**src/rtl/nws_pkg.sv**
```systemverilog
`timescale 1ns/1ps
package nws_pkg;
  typedef enum logic [1:0] {
    OP_IDLE = 2'd0,
    OP_RD   = 2'd1,
    OP_WR   = 2'd2
  } op_e;

  localparam int BURST_W = 2;
endpackage

```
**src/rtl/nws_burst.sv**
```systemverilog
`timescale 1ns/1ps
module nws_burst #(
  parameter int BW = 2
) (
  input  logic          clk,
  input  logic          rst_n,
  input  logic          en,
  input  logic          load,
  input  logic          step,
  input  logic          ilv,
  input  logic [BW-1:0] base_in,
  output logic [BW-1:0] off_o
);
  logic [BW-1:0] base_q;
  logic [BW-1:0] cnt_q;

  always_ff @(posedge clk) begin
    if (!rst_n) begin
      base_q <= '0;
      cnt_q  <= '0;
    end else if (en) begin
      if (load) begin
        base_q <= base_in;
        cnt_q  <= '0;
      end else if (step) begin
        cnt_q <= cnt_q + 1'b1;
      end
    end
  end

  // Beat offset: XOR walk or modular add of the running count
  assign off_o = ilv ? (base_q ^ cnt_q) : (base_q + cnt_q);


  load_start_chk: assert property (@(posedge clk) disable iff (!rst_n)
    (en && load) |=> (off_o == $past(base_in)));
endmodule

```
**src/rtl/nws_array.sv**
```systemverilog
`timescale 1ns/1ps
module nws_array #(
  parameter int AW    = 6,
  parameter int LANES = 2,
  parameter int LW    = 8
) (
  input  logic                clk,
  input  logic                rst_n,
  input  logic                wr_en,
  input  logic [AW-1:0]       waddr,
  input  logic [LANES-1:0]    lane_we_n,
  input  logic [LANES*LW-1:0] wdata,
  input  logic [AW-1:0]       raddr,
  output logic [LANES*LW-1:0] rd_merged
);
  localparam int DW    = LANES * LW;
  localparam int DEPTH = 1 << AW;

  logic [DW-1:0] mem [DEPTH];
  logic          hit;

  always_ff @(posedge clk) begin
    for (int l = 0; l < LANES; l++) begin
      if (wr_en && !lane_we_n[l]) mem[waddr][l*LW +: LW] <= wdata[l*LW +: LW];
    end
  end

  // A write committing on this edge targets the word being read
  assign hit = wr_en && (waddr == raddr);

  for (genvar g = 0; g < LANES; g++) begin : g_lane
    assign rd_merged[g*LW +: LW] = (hit && !lane_we_n[g]) ? wdata[g*LW +: LW]
                                                          : mem[raddr][g*LW +: LW];
  end


  abort_keeps_word_chk: assert property (@(posedge clk) disable iff (!rst_n)
    (wr_en && (&lane_we_n)) |=> (mem[$past(waddr)] == $past(mem[waddr])));
endmodule

```
**src/rtl/nws_sram.sv**
```systemverilog
`timescale 1ns/1ps
module nws_sram #(
  parameter int ADDR_W = 6,
  parameter int LANES  = 2,
  parameter int LANE_W = 8
) (
  input  logic                    clk,
  input  logic                    rst_n,
  input  logic                    stall_i,
  input  logic                    cs1_n_i,
  input  logic                    cs2_i,
  input  logic                    cs3_n_i,
  input  logic                    adv_i,
  input  logic                    read_i,
  input  logic [ADDR_W-1:0]       addr_i,
  input  logic [LANES-1:0]        lane_we_n_i,
  input  logic [LANES*LANE_W-1:0] wdata_i,
  input  logic                    oe_n_i,
  input  logic                    sleep_i,
  input  logic                    ilv_i,
  output logic [LANES*LANE_W-1:0] rdata_o,
  output logic                    rvalid_o
);
  import nws_pkg::*;

  localparam int DW   = LANES * LANE_W;
  localparam int HI_W = ADDR_W - BURST_W;

  logic en, load, sel;
  assign en   = !stall_i;
  assign load = !adv_i;
  assign sel  = !cs1_n_i && cs2_i && !cs3_n_i;

  // Stage A: command and upper address; low bits come from the burst walker
  op_e                a_cmd;
  logic [HI_W-1:0]    a_hi;
  logic [BURST_W-1:0] a_off;
  logic [ADDR_W-1:0]  a_addr;
  // Stage B: access stage, write commit and read capture
  op_e                b_cmd;
  logic [ADDR_W-1:0]  b_addr;
  logic [DW-1:0]      hold_q;
  logic [DW-1:0]      merged;
  // Output register
  logic [DW-1:0]      out_q;
  logic               outv_q;

  assign a_addr = {a_hi, a_off};

  nws_burst #(.BW(BURST_W)) u_burst (
    .clk     (clk),
    .rst_n   (rst_n),
    .en      (en),
    .load    (load),
    .step    (adv_i),
    .ilv     (ilv_i),
    .base_in (addr_i[BURST_W-1:0]),
    .off_o   (a_off)
  );

  nws_array #(.AW(ADDR_W), .LANES(LANES), .LW(LANE_W)) u_array (
    .clk       (clk),
    .rst_n     (rst_n),
    .wr_en     (en && (b_cmd == OP_WR)),
    .waddr     (b_addr),
    .lane_we_n (lane_we_n_i),
    .wdata     (wdata_i),
    .raddr     (a_addr),
    .rd_merged (merged)
  );

  always_ff @(posedge clk) begin
    if (!rst_n) begin
      a_cmd  <= OP_IDLE;
      a_hi   <= '0;
      b_cmd  <= OP_IDLE;
      b_addr <= '0;
      hold_q <= '0;
      out_q  <= '0;
      outv_q <= 1'b0;
    end else if (en) begin
      if (load) begin
        a_cmd <= sel ? (read_i ? OP_RD : OP_WR) : OP_IDLE;
        a_hi  <= addr_i[ADDR_W-1:BURST_W];
      end
      b_cmd  <= a_cmd;
      b_addr <= a_addr;
      hold_q <= merged;
      outv_q <= (b_cmd == OP_RD);
      out_q  <= (b_cmd == OP_RD) ? hold_q : '0;
    end
  end

  assign rdata_o  = (oe_n_i || sleep_i) ? '0 : out_q;
  assign rvalid_o = outv_q && !oe_n_i && !sleep_i;


  desel_load_chk: assert property (@(posedge clk) disable iff (!rst_n)
    (en && load && !sel) |=> (a_cmd == OP_IDLE));


  hold_on_stall_chk: assert property (@(posedge clk) disable iff (!rst_n)
    stall_i |=> ($stable(out_q) && $stable(outv_q) && $stable(b_cmd) && $stable(hold_q)));


  gated_out_chk: assert property (@(posedge clk) disable iff (!rst_n)
    rvalid_o |-> (!oe_n_i && !sleep_i));


  quiet_when_invalid_chk: assert property (@(posedge clk) disable iff (!rst_n)
    !rvalid_o |-> (rdata_o == '0));
endmodule

```
**config.mk**
```make
export PLATFORM = sky130hd
export DESIGN_NAME = nws_sram
export DESIGN_NICKNAME = d
export VERILOG_FILES = /design/src/rtl/nws_pkg.sv /design/src/rtl/nws_burst.sv /design/src/rtl/nws_array.sv /design/src/rtl/nws_sram.sv
export SDC_FILE = /design/constraint.sdc
export NUM_CORES = 1
export LEC_CHECK = 0
export ABC_AREA = 1
export BUFFER_PORTS_ARGS = -buffer_cell sky130_fd_sc_hd__buf_4
export CAP_MARGIN = 20
export CORE_AREA = 8 8 374 376
export DETAILED_ROUTE_END_ITERATION = 10
export DIE_AREA = 0 0 382 384
export PLACE_DENSITY = 0.52
export SYNTH_ARGS = -nofsm -noshare
export SYNTH_HDL_FRONTEND = slang
export SYNTH_SLANG_ARGS = --single-unit
```
**constraint.sdc**
```tcl
create_clock -name clk -period 2.42 [get_ports clk]
set_clock_uncertainty 0.05 [all_clocks]
set_input_delay 0.121 -clock clk [delete_from_list [all_inputs] [get_ports clk]]
set_output_delay 0.121 -clock clk [all_outputs]
set_load 0.01 [all_outputs]
```
==> Word-level counts from Yosys, hierarchy flattened <==
Memory sizes are Yosys's and may differ from the RTL's. A register that Yosys moved wholly into a read port is not among the register bits.
Index checks and enable logic that the tools add are counted.
{ "word_totals": {"regBits": 35, "ramBits": 1024, "inputBits": 35, "output_inout_bits": 17, "wordCells": 44, "mem_count": 1} }
{ "op_classes": {"addsub": 2, "eq_ne": 2, "mux": 10, "bitwise": 3, "n_reduce_logical": 18} }
{ "mem_list": {"columns": ["name", "depth", "width", "rd", "rd_clocked_by_memory_dff", "wr", "line", "rtl"], "rows": [
  ["u_array.mem", 64, 16, 1, 1, 1, "nws_array.sv:19", "logic [DW-1:0] mem [DEPTH];"]
]} }
{ "ops": {"columns": ["op", "count"], "rows": [
  ["$mux W16", 2],
  ["$logic_not A1 Y1", 9],
  ["$mux W2", 4],
  ["$logic_and A1 B1 Y1", 7],
  ["$mux W1", 4],
  ["$add A2 B1 Y2 const B", 1],
  ["$add A2 B2 Y2", 1],
  ["$eq A2 B1 Y1 const B", 1],
  ["$eq A2 B2 Y1 const B", 1],
  ["$not A1 Y1", 2],
  ["$reduce_and A2 Y1", 1],
  ["$xor A2 B2 Y2", 1],
  ["$logic_or A1 B1 Y1", 1]
]} }

==> Depth between registers and ports, before layout <==
Gate-level depths: netlist of the first run.
{ "logic_depth": {"word_depth": 5, "ltp_mapped": 16, "mapped_depth_nobuf": 14} }

==> By module <==
From an unflattened synthesis of the first run, not the netlist that was laid out.
{ "hier_totals": {"hier_cells": 3901, "area_unflattened_um2": 44709.1} }
{ "by_module_without_submodules": {"columns": ["mod", "n_inst", "cells_per_inst", "area_per_inst_um2", "seq_area_each_um2"], "rows": [
  ["nws_array", 1, 3610, 42410.7, 30749.5],
  ["nws_sram", 1, 251, 2060.7, 940.9],
  ["nws_burst", 1, 40, 237.7, 80.1]
]} }

==> Least setup slack after synthesis of the first run <==
OpenSTA, ideal clock, no wires.
{ "synth_timing": {"path_kind": "reg2reg", "startpoint": "register b_cmd[0]", "endpoint": "memory u_array.mem[11][0] in the netlist's numbering, enable pin", "arrival_time_ns": 1.763, "required_time_ns": 2.000, "slack_ns": 0.236, "path_stages_with_launch": 8, "n_path_buf": 2, "path_cell_list": "dfxtp_1 clkbuf_1 inv_1 nand3_1 nor2_1 inv_2 clkbuf_1 nor2_1"} }
{ "synth_via": {"elab_chain_cells": 5} }
{ "synth_rtl": {"columns": ["item", "line", "rtl"], "rows": [
  ["start: declaration", "nws_sram.sv:40", "op_e b_cmd;"],
  ["start signal: assignment", "nws_sram.sv:86", "b_cmd <= a_cmd;"],
  ["$eq A2 B2 Y1", "nws_sram.sv:64", ".wr_en (en && (b_cmd == OP_WR)),"],
  ["$logic_and A1 B1 Y1", "nws_sram.sv:64", null],
  ["$logic_and A1 B1 Y1", "nws_array.sv:24", "if (wr_en && !lane_we_n[l]) mem[waddr][l*LW +: LW] <= wdata[l*LW +: LW];"],
  ["$mux W1", "nws_array.sv:24", null],
  ["$mux W1 (not written as such)", "nws_array.sv:24", null],
  ["end: declaration", "nws_array.sv:19", null]
]} }
Every way passes these cells.

==> summary.md, run 1 <==
| Metric | Value |
|---|---|
| Max Freq | `411 MHz` |
| Die area | `147,000 um2` |
| Fin nets | `4,273` |
| GRT Total Usage | `around 18%` |
| Die X | `382 um` |
| Yosys reg bits | `1,075` |
| Clock transition at path regs | `0.06 ns` |
| R2R Path Start | `u_burst.cnt_q[0]` |
| Number of global-route vias before repair | `29,200` |
| Core footprint | `between 100,000 and 150,000 um2` |
| CP Launch Point | `u_burst.cnt_q[0]` |
| Share of layout cells above drive strength 1 | `15.4%` |
| Max Cap Viol | `0` |
| Initial DRC count | `2,832` |
| Area leader, netlist | `edfxtp_1` |
| Routability cong. | `0.811` |
| Drt wl/cell | `22.3 um` |
| Reg2reg setup slack | `-0.01 ns` |
| GRT overflow | `0` |
| Initial core utilization | `about a third` |
| Initial antenna violation count | `3` |
| Die Y | `384 um` |
| Number of iterations in the first detailed-routing pass | `6` |
| Seq/Total Area, Yosys | `70.3%` |
| Normalized max-slew margin | `46.3%` |
| Via count | `about 31,000` |
| Vias per Instance | `5.04` |
| Post-route setup TNS | `-0.0103 ns` |
| CP endpoint | `hold_q[10]` |
| # DRC | `0` |
| Layout area overhead | `21.3%` |
| YS warnings | `0` |
| Row count | `135` |
| Longest Clk Path Bufs | `3` |
| Synth Cell Area | `45,200 um2` |
| Finish-stage setup viols | `1` |
| Largest net degree at the start of global routing | `between 70 and 80` |
| Syn nets | `3,965` |
| Mean cell area of the mapped netlist | `11.5 um2` |
| Post-synth top area share | `68.0%` |
| RSZ-0062 raised after global routing | `yes` |
| Total Routed Length | `around 140,000 um` |
| Crit-path max FO | `8` |
| Worst setup margin | `-0.0103 ns` |
| RR Endpoint | `hold_q[10]` |
| IO Count | `52` |
| Htree depth | `3` |
| Status | `complete, but fails checks` |
| Critical Path RT | `2.95 ns` |
| Post-layout minimum cycle time | `2.43 ns` |
| Failing checks | `negative setup slack` |
| Fin Hold WS | `0.0842 ns` |
| Clk sinks | `approximately 1,100` |
| Post-Syn Instances | `3,929` |
| Setup CP Type | `flip-flop to flip-flop` |
| R2r worst-path depth | `14` |
| PwrDens | `769 nW/um2` |
| Worst Path Arrival | `2.96 ns` |
| First-pass GRT wire length | `197,000 um` |
| Count of different cell masters after synthesis | `32` |
| Nature of the critical path startpoint | `flip-flop` |
| Leak | `0.0196 uW` |
| Worst hold path type | `input pin to flip-flop` |
| Final total power | `42,200 uW` |
| Port Buf Inserts | `just over 50` |
| Final Cycle Share | `100%` |
| Clock root buffer | `clkbuf_16` |
| Layout Utilization | `40.9%` |
| Fin. max-slew vios | `0` |
| Least-Margin Pin Slew | `0.806 ns` |
| HP Start | `adv_i` |
| CP endpoint kind | `flip-flop` |
| Post-DRT Antenna Nets | `0` |
| Peak VDD IR | `0.000552 V` |
| CTS buffer count | `108` |
| Endpoints failing hold | `0` |
| Worst-Skew Late Latency | `roughly 0.70 ns` |
| Hpwl dp | `85,000 um` |
| Ranking of synthesized cells by area | `edfxtp_1 (68%), nand2_1 (7.5%), nand3_1 (6.8%)` |
| CTS tree | `done` |
kinds of logic after synthesis:
logic type               synth area share, %
AND/OR/NAND/NOR                         18.7
AO/OA/AOI/OAI                           5.20
flip-flops                              70.3
adder cells (fa/ha/maj)               0.0277
XOR/XNOR                              0.0581
multiplexers                            2.30
buffers and inverters                   3.45
synthesized netlist by cell type:
cell,instances
nand2_1,903
nand2_2,1
o211ai_1,12
ha_1,1
or2_2,13
mux2i_1,104
nand3b_1,35
and2_1,2
nor3_1,17
and2_0,14
nor2_1,374
clkbuf_1,144
inv_1,116
o21ai_1,1
nand3_2,1
buf_2,66
dfxtp_1,51
nand2_4,1
nor3_4,1
o21ai_0,144
clkinv_1,3
buf_4,8
nor3b_1,2
a21oi_1,73
buf_1,38
buf_6,2
nand4_1,2
nand3_1,612
inv_2,5
a21boi_0,156
edfxtp_1,1024
xnor2_1,3
through the flow:
stage          setup slack, ns  instance area (um2)  instances
4_1_cts                0.00177                53900       6076
3_5_place_dp           -0.0213                49900       5829
6_report               -0.0103                54900       6112
3_3_place_gp           0.00160                49900       5829
5_1_grt                 -0.103                54900       6111
2_1_floorplan            0.236                45200       3929
cells in the final DEF (no fill, tap or decap), types with 28 or more instances in the layout:
cell,synthesis,final
clkbuf_1,144,31
mux2i_1,104,102
clkinv_1,3,30
a21boi_0,156,127
nand3_1,612,567
edfxtp_1,1024,1024
nor2_1,374,372
clkbuf_16,0,124
nand2_1,903,882
buf_4,8,329
inv_1,116,111
nand3b_1,35,35
a21oi_1,73,71
dlygate4sd3_1,0,42
nand3_2,1,43
dfxtp_1,51,46
o21ai_0,144,135
a21boi_1,0,28
buf_12,0,53
timing repair:
item | 4_1_cts | 5_1_grt
setup buffers | 2 | 20
setup endpoints to repair | 5 | 17
hold endpoints to repair | 752 | 0
pin swaps | 1 | 11
hold buffers | 42 | 0
gates resized for setup | 4 | 149
cloned | 1 | 13
power by group:
part	switching, uW	internal [uW]	total (uW)
Sequential	87.2	20400	20500
Combinational	3320	1990	5310
Clock	7050	9370	16400
layout make-up:
class                           instances  area (um2)
Clock buffer                          146        2950
Timing Repair Buffer                  456        4670
Tap cell                             1781        2230
Fill cell                           12600       79400
Multi-Input combinational cell       2472       12300
Inverter                              124         483
Sequential cell                      1075       31800
Clock inverter                         56         490
Antenna cell                            2        5.00
layer usage:
| metal | vias up | routed length, um | global-route usage (%) | share of wire [%] |
|---|---|---|---|---|
| met2 | 909 | 64400 | 28.9 | 47 |
| met4 | 0 | 2680 | 4.54 | 2.0 |
| met3 | 144 | 7610 | 2.26 | 5.6 |
| li1 | 14400 | - | - | - |
| met1 | 15300 | 61700 | 24.8 | 45 |
| met5 | - | 0 | 0 | 0 |
worst max-delay path, stage by stage (launching register included):
cell	delay, ns
dfxtp_2	0.33
ha_4	0.29
buf_6	0.16
buf_12	0.16
buf_4	0.14
buf_4	0.16
or2_2	0.30
o21ai_0	0.08
nand2_1	0.07
nand3_1	0.09
nand3_2	0.11
nand3_2	0.10
nand3_2	0.09
nand3_1	0.10
a21oi_1	0.07
registers in the layout (all words and copies together) (netlist names):
signal,count
a_cmd,2
a_hi,4
u_burst.base_q,2
outv_q,1
u_array.mem,1024
hold_q,16
out_q,16
b_cmd,2
u_burst.cnt_q,2
b_addr,6
how the worst min path moves through the flow:
stage / endpoint / slack (ns) / cells after the start
3_5_place_dp: a_cmd[1] / 0.37 / 4
2_1_floorplan: u_array.mem[0][0] / 0.17 / 0
6_report: a_hi[1] / 0.08 / 5
3_3_place_gp: a_cmd[1] / 0.35 / 4
4_1_cts: a_hi[1] / 0.03 / 5
5_1_grt: a_hi[1] / 0.14 / 5
Power figures use the tool's default switching activity.
==> inputs of run 2 (changes only) <==
Settings changed: CORE_AREA 8 8 374 376 to 8 8 525 269, DIE_AREA 0 0 382 384 to 0 0 533 277, SKIP_LAST_GASP set to 1.
==> run 2 against run 1 <==
The run still ends with negative setup slack left. First-iteration DRC count grew 47%. Final area grew 1.8%. Die area grew 0.65%. Critical path depth is the same. Utilization grew 0.97 points. Via count grew 4.2%. Sequential power is essentially flat. Fmax shrank 3.4%. Clock-buffer cell count shrank 34. Sequential share of layout area shrank 1.0 points. Largest power group unchanged. Combinational power grew 15%. Sequential cell count is the same. Critical endpoint is now hold_q[5].
==> summary.md, run 2 (synthesized netlist as in run 1, its figures left out) <==
| Metric | Value |
|---|---|
| Status | `complete, but fails checks (unchanged)` |
| Failing checks | `negative setup slack (unchanged)` |
| Post-route setup TNS | `-0.700 ns (was -0.0103 ns)` |
| Peak VDD IR | `0.000488 V (was 0.000552 V)` |
| Via count | `32,100 (was 30,800)` |
| Layout area overhead | `23.5% (was 21.3%)` |
| Total Routed Length | `146,000 um (was 136,000 um)` |
| Max reg flops | `1,024 (unchanged)` |
| Worst-Skew Late Latency | `0.68 ns (was 0.70 ns)` |
| Placed inst area | `50,500 um2 (was 49,900 um2)` |
| Placement Setup Slack | `-0.337 ns (was -0.0213 ns)` |
| Max Cap Viol | `0 (unchanged)` |
| IO Count | `52 (unchanged)` |
| Vias per Instance | `5.20 (was 5.04)` |
| Clk sinks | `1,075 (unchanged)` |
| Post-layout minimum cycle time | `2.52 ns (was 2.43 ns)` |
| Hpwl dp | `96,200 um (was 85,000 um)` |
| Clock root buffer | `clkbuf_16 (unchanged)` |
| Clock transition at path regs | `0.07 ns (was 0.06 ns)` |
| Largest register by flop count | `u_array.mem (unchanged)` |
| First-pass GRT wire length | `210,000 um (was 197,000 um)` |
| GRT Total Usage | `19.1% (was 17.7%)` |
| Crit-path max FO | `9 (was 8)` |
| Number of iterations in the first detailed-routing pass | `6 (unchanged)` |
| Fin nets | `4,347 (was 4,273)` |
| CP endpoint kind | `flip-flop (unchanged)` |
| Row count | `95 (was 135)` |
| Max Freq | `397 MHz (was 411 MHz)` |
| Worst hold path type | `input pin to flip-flop (unchanged)` |
| Most frequent cells in the layout | `edfxtp_1 (1,024), nand2_1 (875), nand3_1 (551) (was edfxtp_1 (1,024), nand2_1 (882), nand3_1 (567))` |
| Core footprint | `133,000 um2 (was 134,000 um2)` |
| Leak | `0.0201 uW (was 0.0196 uW)` |
| Htree depth | `3 (unchanged)` |
| Port Buf Inserts | `51 (unchanged)` |
| Post-DRT Antenna Nets | `0 (unchanged)` |
| Setup CP Type | `flip-flop to flip-flop (unchanged)` |
| Die X | `533 um (was 382 um)` |
| Longest Clk Path Bufs | `3 (unchanged)` |
| Endpoints failing hold | `0 (unchanged)` |
| CTS buffer count | `92 (was 108)` |
| Inst Count DP | `5,916 (was 5,829)` |
| Final Non-Filler Cells | `6,181 (was 6,112)` |
| Largest net degree at the start of global routing | `65 (was 73)` |
| Die Y | `277 um (was 384 um)` |
| Post-Layout Inst Area | `55,800 um2 (was 54,900 um2)` |
| Drt wl/cell | `23.7 um (was 22.3 um)` |
| Finish-stage setup viols | `13 (was 1)` |
| RSZ-0062 raised after global routing | `yes (unchanged)` |
| # DRC | `0 (unchanged)` |
| Least-Margin Pin Slew | `1.11 ns (was 0.806 ns)` |
| Routability cong. | `0.887 (was 0.811)` |
| Share of layout cells above drive strength 1 | `18.1% (was 15.4%)` |
| Final Cycle Share | `104% (was 100%)` |
| Normalized max-slew margin | `26.0% (was 46.3%)` |
| Die area | `148,000 um2 (was 147,000 um2)` |
| GRT overflow | `0 (unchanged)` |
| Initial antenna violation count | `8 (was 3)` |
| PwrDens | `761 nW/um2 (was 769 nW/um2)` |
| CTS tree | `done (unchanged)` |
| Commonest non-fill, non-tap cell in the layout | `edfxtp_1 (unchanged)` |
| Initial core utilization | `33.9% (was 33.7%)` |
| Fin. max-slew vios | `0 (unchanged)` |
| Critical Path RT | `2.95 ns (about the same)` |
| Worst Path Arrival | `3.04 ns (was 2.96 ns)` |
| Worst setup margin | `-0.0959 ns (was -0.0103 ns)` |
| Initial DRC count | `4,171 (was 2,832)` |
| Nature of the critical path startpoint | `flip-flop (unchanged)` |
| Number of global-route vias before repair | `29,500 (was 29,200)` |
| Largest registers | `u_array.mem: 1024 flops, hold_q: 16 flops, out_q: 16 flops (unchanged)` |
==> run 2: cell count changes in the layout (fill, tap and decap cells not counted), moves of 9 or more <==
cell,before,now
clkinv_1,30,18
clkbuf_1,31,16
nand3_2,43,56
buf_12,53,64
a21oi_2,2,15
o21ai_1,8,19
clkbuf_16,124,100
buf_6,7,19
a21oi_1,71,57
o21ai_0,135,126
a21boi_1,28,19
buf_4,329,383
nand3_1,567,551
==> run 2: where the power goes <==
| part | internal (uW) | switching, uW |
|---|---|---|
| clock network | 8950 | 6960 |
| registers | 20400 | 79.0 |
| logic | 2330 | 3800 |
==> run 2: final timing paths <==
path | start | end | slack, ns | depth (start not counted)
max | u_burst.cnt_q[0] | hold_q[5] | -0.1 | 14
min | adv_i | a_hi[0] | 0.08 | 5
max reg2reg | u_burst.cnt_q[0] | hold_q[5] | -0.1 | 14
min reg2reg | out_q[11] | out_q[11] | 0.42 | 2
==> run 2: critical path: stages, from the launching register on <==
cell and delay (ns):
dfxtp_2 0.34, ha_4 0.30, buf_12 0.17, buf_4 0.15, buf_16 0.16, buf_4 0.17
nand2_1 0.06, a21boi_0 0.25, nand3_1 0.11, nand3_1 0.09, nand3_1 0.19, nand3_1 0.13
nand3_1 0.08, nand3_1 0.09, a21oi_1 0.06
==> run 2: area by class of cell <==
class	count	area, um2
fill	12500	77600
sequential	1075	31800
multi-input combinational	2472	12500
timing repair buffer	546	5620
clock buffer	112	2450
tap	1794	2240
clock inverter	57	704
inverter	124	485
antenna	1	2.50
==> run 2: what timing repair did <==
action                                  4_1_cts  5_1_grt
hold buffers                                 47        0
setup buffers                                18       14
gates resized for setup                     135      145
gates cloned                                 10        6
endpoints found under the hold margin       611        0
endpoints found under the setup margin       16       17
pin swaps                                    20       59
==> run 2: layer usage <==
metal  track usage, %  routed length, um  part of all wire, %
met3             6.36              16900                   12
met4             2.88               1690                  1.2
met2             24.0              54500                   37
met5             1.18                337                 0.23
met1             31.0              72900                   50
==> run 2: per-stage QoR <==
stage                     power, uW  hold slack [ns]  util (%)
after floorplan               23400            0.170         -
after CTS                     42300          0.00795      41.3
after global placement        26000            0.352      37.8
final                         42500           0.0822      41.8
after detailed placement      26000            0.359      37.8
after global routing          43800           0.0638      41.8
